<file path="src/rtl/frt_pkg.sv">
package frt_pkg;

   typedef enum logic [1:0] {
      RS_IDLE = 2'd0,
      RS_SEND = 2'd1,
      RS_DEAD = 2'd2
   } rtr_state_e;

endpackage

</file>
<file path="src/rtl/frt_prefix_rank.sv">
module frt_prefix_rank #(
   parameter int NUM_BITS = 4,
   parameter int CNT_W    = 3
) (
   input  logic [NUM_BITS-1:0]       bits_i,
   output logic [NUM_BITS*CNT_W-1:0] rank_o,
   output logic [CNT_W-1:0]          total_o
);

   if ((1 << CNT_W) <= NUM_BITS) begin : g_bad_cnt
      $error("frt_prefix_rank: CNT_W too narrow for NUM_BITS");
   end

   // rank of bit i = number of set bits strictly below i
   always_comb begin
      logic [CNT_W-1:0] acc;
      acc = '0;
      for (int i = 0; i < NUM_BITS; i++) begin
         rank_o[i*CNT_W +: CNT_W] = acc;
         acc = acc + CNT_W'(bits_i[i]);
      end
      total_o = acc;
   end

endmodule

</file>
<file path="src/rtl/frt_way_mux.sv">
module frt_way_mux #(
   parameter int NUM_WAYS = 4,
   parameter int INSN_W   = 32,
   parameter int IDX_W    = 2,
   parameter int CNT_W    = 3
) (
   input  logic                         busy_i,
   input  logic [NUM_WAYS-1:0]          healthy_i,
   input  logic [NUM_WAYS*CNT_W-1:0]    hrank_i,
   input  logic [NUM_WAYS-1:0]          pend_i,
   input  logic [NUM_WAYS*CNT_W-1:0]    prank_i,
   input  logic [NUM_WAYS*INSN_W-1:0]   insn_i,
   output logic [NUM_WAYS-1:0]          way_vld_o,
   output logic [NUM_WAYS*INSN_W-1:0]   way_insn_o,
   output logic [NUM_WAYS*IDX_W-1:0]    way_slot_o
);

   // one select mux per way: a way takes the pending slot whose pending
   // rank equals the way's rank among healthy ways
   for (genvar g = 0; g < NUM_WAYS; g++) begin : g_way
      logic [IDX_W-1:0] sel;
      logic             hit;

      always_comb begin
         sel = '0;
         hit = 1'b0;
         for (int s = 0; s < NUM_WAYS; s++) begin
            if (pend_i[s] && (prank_i[s*CNT_W +: CNT_W] == hrank_i[g*CNT_W +: CNT_W])) begin
               sel = IDX_W'(s);
               hit = 1'b1;
            end
         end
      end

      assign way_vld_o[g]                    = busy_i & healthy_i[g] & hit;
      assign way_insn_o[g*INSN_W +: INSN_W]  = insn_i[int'(sel)*INSN_W +: INSN_W];
      assign way_slot_o[g*IDX_W +: IDX_W]    = sel;
   end

endmodule

</file>
<file path="src/rtl/frt_group_ctrl.sv">
module frt_group_ctrl
   import frt_pkg::*;
#(
   parameter int NUM_WAYS = 4,
   parameter int INSN_W   = 32,
   parameter int CNT_W    = 3
) (
   input  logic                         clk,
   input  logic                         rst_n,
   input  logic                         in_valid,
   input  logic [NUM_WAYS-1:0]          in_slot_vld,
   input  logic [NUM_WAYS*INSN_W-1:0]   in_insn,
   input  logic [NUM_WAYS-1:0]          fault_mask,
   input  logic                         out_ready,
   input  logic [NUM_WAYS*CNT_W-1:0]    prank_i,
   input  logic [CNT_W-1:0]             ptotal_i,
   input  logic [CNT_W-1:0]             htotal_i,
   output logic                         in_ready,
   output logic                         busy_o,
   output logic [NUM_WAYS-1:0]          pend_o,
   output logic [NUM_WAYS-1:0]          mask_o,
   output logic [NUM_WAYS*INSN_W-1:0]   insn_o,
   output logic                         err_o
);

   rtr_state_e                  state_q, state_d;
   logic [NUM_WAYS-1:0]         pend_q, pend_d, sent;
   logic [NUM_WAYS-1:0]         mask_q;
   logic [NUM_WAYS*INSN_W-1:0]  insn_q;
   logic                        all_bad, final_beat, accept, busy;

   assign busy       = (state_q == RS_SEND);
   assign all_bad    = &fault_mask;
   assign final_beat = busy && (ptotal_i <= htotal_i);
   assign in_ready   = (state_q != RS_DEAD) && !all_bad && (!busy || (out_ready && final_beat));
   assign accept     = in_valid && in_ready;

   // slots taken by the current beat: the first htotal pending slots
   always_comb begin
      for (int s = 0; s < NUM_WAYS; s++) begin
         sent[s] = pend_q[s] && (prank_i[s*CNT_W +: CNT_W] < htotal_i);
      end
   end

   always_comb begin
      pend_d = pend_q;
      if (busy && out_ready) pend_d = pend_q & ~sent;
      if (accept)            pend_d = in_slot_vld;
      if (state_q == RS_DEAD)
         state_d = RS_DEAD;
      else if (!busy && all_bad)
         state_d = RS_DEAD;
      else if (|pend_d)
         state_d = RS_SEND;
      else
         state_d = RS_IDLE;
   end

   always_ff @(posedge clk or negedge rst_n) begin
      if (!rst_n) begin
         state_q <= RS_IDLE;
         pend_q  <= '0;
         mask_q  <= '0;
         insn_q  <= '0;
      end else begin
         state_q <= state_d;
         pend_q  <= (state_d == RS_DEAD) ? '0 : pend_d;
         if (accept) begin
            mask_q <= fault_mask;
            insn_q <= in_insn;
         end
      end
   end

   assign busy_o = busy;
   assign pend_o = pend_q;
   assign mask_o = mask_q;
   assign insn_o = insn_q;
   assign err_o  = (state_q == RS_DEAD);

   AST_ERR_STICKY:   assert property (@(posedge clk) disable iff (!rst_n) err_o |=> err_o);
   AST_DEAD_CLOSED:  assert property (@(posedge clk) disable iff (!rst_n) err_o |-> !in_ready);
   AST_BUSY_STALL:   assert property (@(posedge clk) disable iff (!rst_n) (busy && !out_ready) |-> !in_ready);
   AST_MASK_FROZEN:  assert property (@(posedge clk) disable iff (!rst_n) (busy && !accept) |=> $stable(mask_q));

endmodule

</file>
<file path="src/rtl/fault_way_router.sv">
module fault_way_router
   import frt_pkg::*;
#(
   parameter int NUM_WAYS = 4,
   parameter int INSN_W   = 32
) (
   input  logic                                  clk,
   input  logic                                  rst_n,
   input  logic                                  in_valid,
   output logic                                  in_ready,
   input  logic [NUM_WAYS-1:0]                   in_slot_vld,
   input  logic [NUM_WAYS*INSN_W-1:0]            in_insn,
   input  logic [NUM_WAYS-1:0]                   fault_mask,
   output logic                                  out_valid,
   input  logic                                  out_ready,
   output logic [NUM_WAYS-1:0]                   out_way_vld,
   output logic [NUM_WAYS*INSN_W-1:0]            out_way_insn,
   output logic [NUM_WAYS*$clog2(NUM_WAYS)-1:0]  out_way_slot,
   output logic                                  all_fault_err
);

   localparam int IDX_W = $clog2(NUM_WAYS);
   localparam int CNT_W = $clog2(NUM_WAYS + 1);

   if (NUM_WAYS < 2) begin : g_bad_ways
      $error("fault_way_router: NUM_WAYS must be at least 2");
   end
   if (INSN_W < 1) begin : g_bad_width
      $error("fault_way_router: INSN_W must be at least 1");
   end

   logic                        busy;
   logic [NUM_WAYS-1:0]         pend, mask_q, healthy;
   logic [NUM_WAYS*INSN_W-1:0]  insn_q;
   logic [NUM_WAYS*CNT_W-1:0]   prank, hrank;
   logic [CNT_W-1:0]            ptotal, htotal;

   assign healthy = ~mask_q;

   frt_prefix_rank #(.NUM_BITS(NUM_WAYS), .CNT_W(CNT_W)) i_pend_rank (
      .bits_i (pend),
      .rank_o (prank),
      .total_o(ptotal)
   );

   frt_prefix_rank #(.NUM_BITS(NUM_WAYS), .CNT_W(CNT_W)) i_way_rank (
      .bits_i (healthy),
      .rank_o (hrank),
      .total_o(htotal)
   );

   frt_group_ctrl #(.NUM_WAYS(NUM_WAYS), .INSN_W(INSN_W), .CNT_W(CNT_W)) i_ctrl (
      .clk        (clk),
      .rst_n      (rst_n),
      .in_valid   (in_valid),
      .in_slot_vld(in_slot_vld),
      .in_insn    (in_insn),
      .fault_mask (fault_mask),
      .out_ready  (out_ready),
      .prank_i    (prank),
      .ptotal_i   (ptotal),
      .htotal_i   (htotal),
      .in_ready   (in_ready),
      .busy_o     (busy),
      .pend_o     (pend),
      .mask_o     (mask_q),
      .insn_o     (insn_q),
      .err_o      (all_fault_err)
   );

   frt_way_mux #(.NUM_WAYS(NUM_WAYS), .INSN_W(INSN_W), .IDX_W(IDX_W), .CNT_W(CNT_W)) i_mux (
      .busy_i    (busy),
      .healthy_i (healthy),
      .hrank_i   (hrank),
      .pend_i    (pend),
      .prank_i   (prank),
      .insn_i    (insn_q),
      .way_vld_o (out_way_vld),
      .way_insn_o(out_way_insn),
      .way_slot_o(out_way_slot)
   );

   assign out_valid = busy;

   // order check: slot indices rise with way number, and no healthy way
   // is skipped below an occupied one
   logic order_ok;
   always_comb begin
      logic             seen, gap;
      logic [IDX_W-1:0] last_slot;
      order_ok  = 1'b1;
      seen      = 1'b0;
      gap       = 1'b0;
      last_slot = '0;
      for (int w = 0; w < NUM_WAYS; w++) begin
         if (out_way_vld[w]) begin
            if (gap) order_ok = 1'b0;
            if (seen && (out_way_slot[w*IDX_W +: IDX_W] <= last_slot)) order_ok = 1'b0;
            seen      = 1'b1;
            last_slot = out_way_slot[w*IDX_W +: IDX_W];
         end else if (healthy[w]) begin
            gap = 1'b1;
         end
      end
   end

   AST_FAULTY_QUIET: assert property (@(posedge clk) disable iff (!rst_n) (out_way_vld & mask_q) == '0);
   AST_PROGRAM_ORDER: assert property (@(posedge clk) disable iff (!rst_n) out_valid |-> order_ok);
   AST_HOLD_OUTPUT: assert property (@(posedge clk) disable iff (!rst_n)
      (out_valid && !out_ready) |=> (out_valid && $stable(out_way_vld) && $stable(out_way_insn) && $stable(out_way_slot)));
   AST_IDLE_QUIET:  assert property (@(posedge clk) disable iff (!rst_n) !out_valid |-> (out_way_vld == '0));

endmodule

</file>
<file path="config.mk">
export PLATFORM = sky130hd
export DESIGN_NAME = fault_way_router
export DESIGN_NICKNAME = d
export VERILOG_FILES = /design/src/rtl/frt_pkg.sv /design/src/rtl/frt_prefix_rank.sv /design/src/rtl/frt_way_mux.sv /design/src/rtl/frt_group_ctrl.sv /design/src/rtl/fault_way_router.sv
export SDC_FILE = /design/constraint.sdc
export NUM_CORES = 1
export LEC_CHECK = 0
export ABC_CLOCK_PERIOD_IN_PS = 5300
export BUFFER_PORTS_ARGS = -buffer_cell sky130_fd_sc_hd__buf_2
export CAP_MARGIN = 10
export CORE_MARGIN = 3
export CORE_UTILIZATION = 54
export CTS_CLUSTER_SIZE = 28
export DETAILED_ROUTE_END_ITERATION = 8
export PLACE_DENSITY = 0.79
export SLEW_MARGIN = 20
export SYNTH_ARGS = -nofsm -noshare
export SYNTH_HDL_FRONTEND = slang
export SYNTH_SLANG_ARGS = --single-unit
</file>
<file path="constraint.sdc">
create_clock -name clk -period 5.3 [get_ports clk]
set_input_delay 0 -clock clk [delete_from_list [all_inputs] [get_ports clk]]
set_output_delay 0 -clock clk [all_outputs]
set_load 0.005 [all_outputs]
</file>
==> flow_summary.ini <==
[clock_tree]
cts.sinks = 138
postCtsSetupBuffers = 0
htreeDepth = 4
cts_tree = done
cts.reportedPaths.clkPinSlew_ns = 0.06
post_cts_resized = 0
ctsLongestPathBuffers = 2
root_buffer = clkbuf_16
insertion_delay_ns = 0.41
cts-buffers-inserted = 17
postCtsHoldBufs = 137

[die]
dieHeight_um = 143
fp-row-count = 49
io-pin-count = 283
start_util_pct = 55.6
die_w_um = 143
dieArea_um2 = 20400
core_area_um2 = 18200

[synthesis]
syn_area_um2 = 10100
ys_types = 46
synth_edf_count = 0
synth_area_leaders = dfrtp_1 (34%), mux2_4 (18%), mux2i_1 (9.5%)
synth_top_area_share_pct = 34.1
yosysSeqAreaShare_pct = 34.1
syn_inst = 1106
synthArstFlopShare_pct = 100
ys_seq_elements = 138
yosysWarningCount = 0
synth_nets = 1262
synth_top_area_cell = dfrtp_1
syn_avg_cell_area_um2 = 9.15
yosys_most_used_dff = dfrtp_1

[sta]
tightest_slew_ns = 1.03
fin_skew_ns = 0.00890
slew_viol_final = 0
fin_crit_ns = 4.31
fin_setup_tns_ns = 0
max_freq_ghz = 0.232
relSlewSlack_pct = 31.3
hold_viol = 0
finalCritPeriodShare_pct = 81.3
finalSetupViolCount = 0
rsz0062_at_grt = no

[drt]
viasPerCell = 6.16
drt-total-wl_um = 36600
dr.pass1.iters = 6
drc = 0
via_count = 10500
wl_per_cell_um = 21.4
ant_nets = 0
drt_iter0_markers = 900

[place]
port-buffer-count = 282
routabilityCongestion = 0.911
dp_hpwl_um = 21400
dp.cells = 1540

[global_route]
grt-ovfl-total = 0
grt_util_all_layers_pct = 35.4
grt_pass1_vias = 10600
antenna_found_initial = 0
grt_max_degree = 96
grt_pass1_wl_um = 57200

[worst_setup_path]
max_stage_delay_ns = 0.74
cp_common_cell = inv_1
ff2ff_path_depth = 13
cp_slowest_cell = fa_1
path_cells = inv_1 -> fa_1 -> inv_1 -> ha_1 -> inv_1 -> ha_1 -> or3b_1 -> o32a_1 -> a31oi_1 -> o31ai_2 -> nand3_4 -> buf_12 -> mux2_4
required_ns = 5.60
cp_top_family = adder cells
r2r-start = i_ctrl.pend_o[0]
r2r_slack_ns = 0.99
startpoint_type = register
end_kind = register
critPathLaunch = i_ctrl.pend_o[0]
critPathBufInv = 4
crit_cells = 13
critPathArrivalTime_ns = 4.61
path_class = reg2reg
crit_fanout = 71
r2r_end = i_ctrl.insn_o[75]

[min_path]
min_to = i_ctrl.pend_o[2]
min_path_type = in2reg
min_path_cells = 4
hold_start = in_valid

[pwr]
power.density_nw_per_um2 = 877
peakVddDrop_uv = 470
leakage_nw = 6.87

[run_status]
status = complete, no violations

[finish]
drive_gt1_share_pct = 31.7
finalNonFillerCells = 1707
nets = 1623
synthToLayoutAreaGrowth_pct = 33.7
diodes = 0

[flow_run]
drv_cap = 0
## worst min-delay path, stage by stage
cell and delay, ns:
buf_2 0.12, inv_1 0.05, a2bb2oi_1 0.13, o22ai_1 0.14
## cell usage in the layout (no fill, tap or decap), types with 4 or more instances in the layout
master | synthesis | layout
buf_4 | 2 | 15
dlygate4sd3_1 | 0 | 137
inv_1 | 23 | 22
xnor2_1 | 8 | 8
nand3_1 | 38 | 37
dfrtp_1 | 138 | 137
buf_2 | 10 | 281
a211oi_1 | 5 | 5
nor2_1 | 40 | 40
mux2_1 | 5 | 5
xor2_1 | 8 | 8
a21oi_1 | 132 | 132
mux2_2 | 7 | 7
ha_1 | 13 | 12
mux2_4 | 120 | 120
mux2i_1 | 96 | 96
o21ai_0 | 127 | 127
bufinv_16 | 0 | 4
clkbuf_16 | 0 | 17
nand2_1 | 172 | 171
o22ai_1 | 35 | 35
## area by class of cell
type,count,area (um^2)
tap,229,287
fill,1286,4680
clock inverter,7,139
sequential,138,3450
inverter,23,86.3
multi-input combinational,851,6150
timing repair buffer,436,2940
clock buffer,23,478
## flip-flops by register name, indices dropped and copies added, names as in the netlist
signal and cells:
i_ctrl.mask_o 4, i_ctrl.insn_o 128, i_ctrl.pend_o 4, i_ctrl.state_q 2
## routing by layer
metal / share of wire, % / vias to the layer above / global-route usage, %
li1: - / 4643 / -
met1: 39 / 4970 / 45.0
met2: 48 / 742 / 57.6
met3: 9.4 / 167 / 7.40
met4: 4.6 / 0 / 17.4
met5: 0 / - / 0
## worst max path at each step
stage	endpoint	slack, ns
after floorplan	i_ctrl.insn_o[0]	1.46
after global placement	i_ctrl.insn_o[93]	1.18
after detailed placement	i_ctrl.insn_o[93]	1.06
after CTS	i_ctrl.insn_o[93]	1.03
after global routing	i_ctrl.insn_o[93]	0.82
final	i_ctrl.insn_o[75]	0.99
## report_power, final
group	switching (mW)	total (mW)	internal, mW	leakage [nW]
combinational	4.42	8.19	3.76	4.94
sequential	0.774	2.38	1.61	1.62
clock	0.474	1.30	0.822	0.303
total	5.67	11.9	6.19	6.87
## cell usage after synthesis (10+ instances only)
cell type and number:
clkbuf_1 61, mux2_4 120, dfrtp_1 138, o22ai_1 35
buf_2 10, nand2_1 172, buf_6 13, mux2i_1 96
inv_1 23, nand3_1 38, ha_1 13, nor2_1 40
o21ai_0 127, a21oi_1 132
## per-stage QoR
| stage | power (mW) | hold slack, ns | utilization, % | setup slack [ns] | cell area [um^2] |
|---|---|---|---|---|---|
| 2_1_floorplan | 7.39 | -0.296 | - | 1.46 | 10100 |
| 3_3_place_gp | 10.1 | 0.162 | 63.4 | 1.18 | 11500 |
| 3_5_place_dp | 10.2 | 0.164 | 63.4 | 1.06 | 11500 |
| 4_1_cts | 11.6 | 0.0538 | 74.3 | 1.03 | 13500 |
| 5_1_grt | 12.6 | 0.0924 | 74.3 | 0.821 | 13500 |
| 6_report | 11.9 | 0.0769 | 74.3 | 0.992 | 13500 |
## kinds of logic (layout without fill, tap and decap cells)
logic type | count (synthesis) | count (layout) | synth area share, %
mux | 228 | 228 | 28.6
xor+xnor | 17 | 17 | 1.54
compound gates | 320 | 320 | 17.0
flops | 138 | 138 | 34.1
simple gates | 269 | 269 | 10.9
fa+ha+maj | 17 | 17 | 2.30
buf+inv | 117 | 489 | 5.50
No activity file was read; power rests on OpenSTA's default activity.
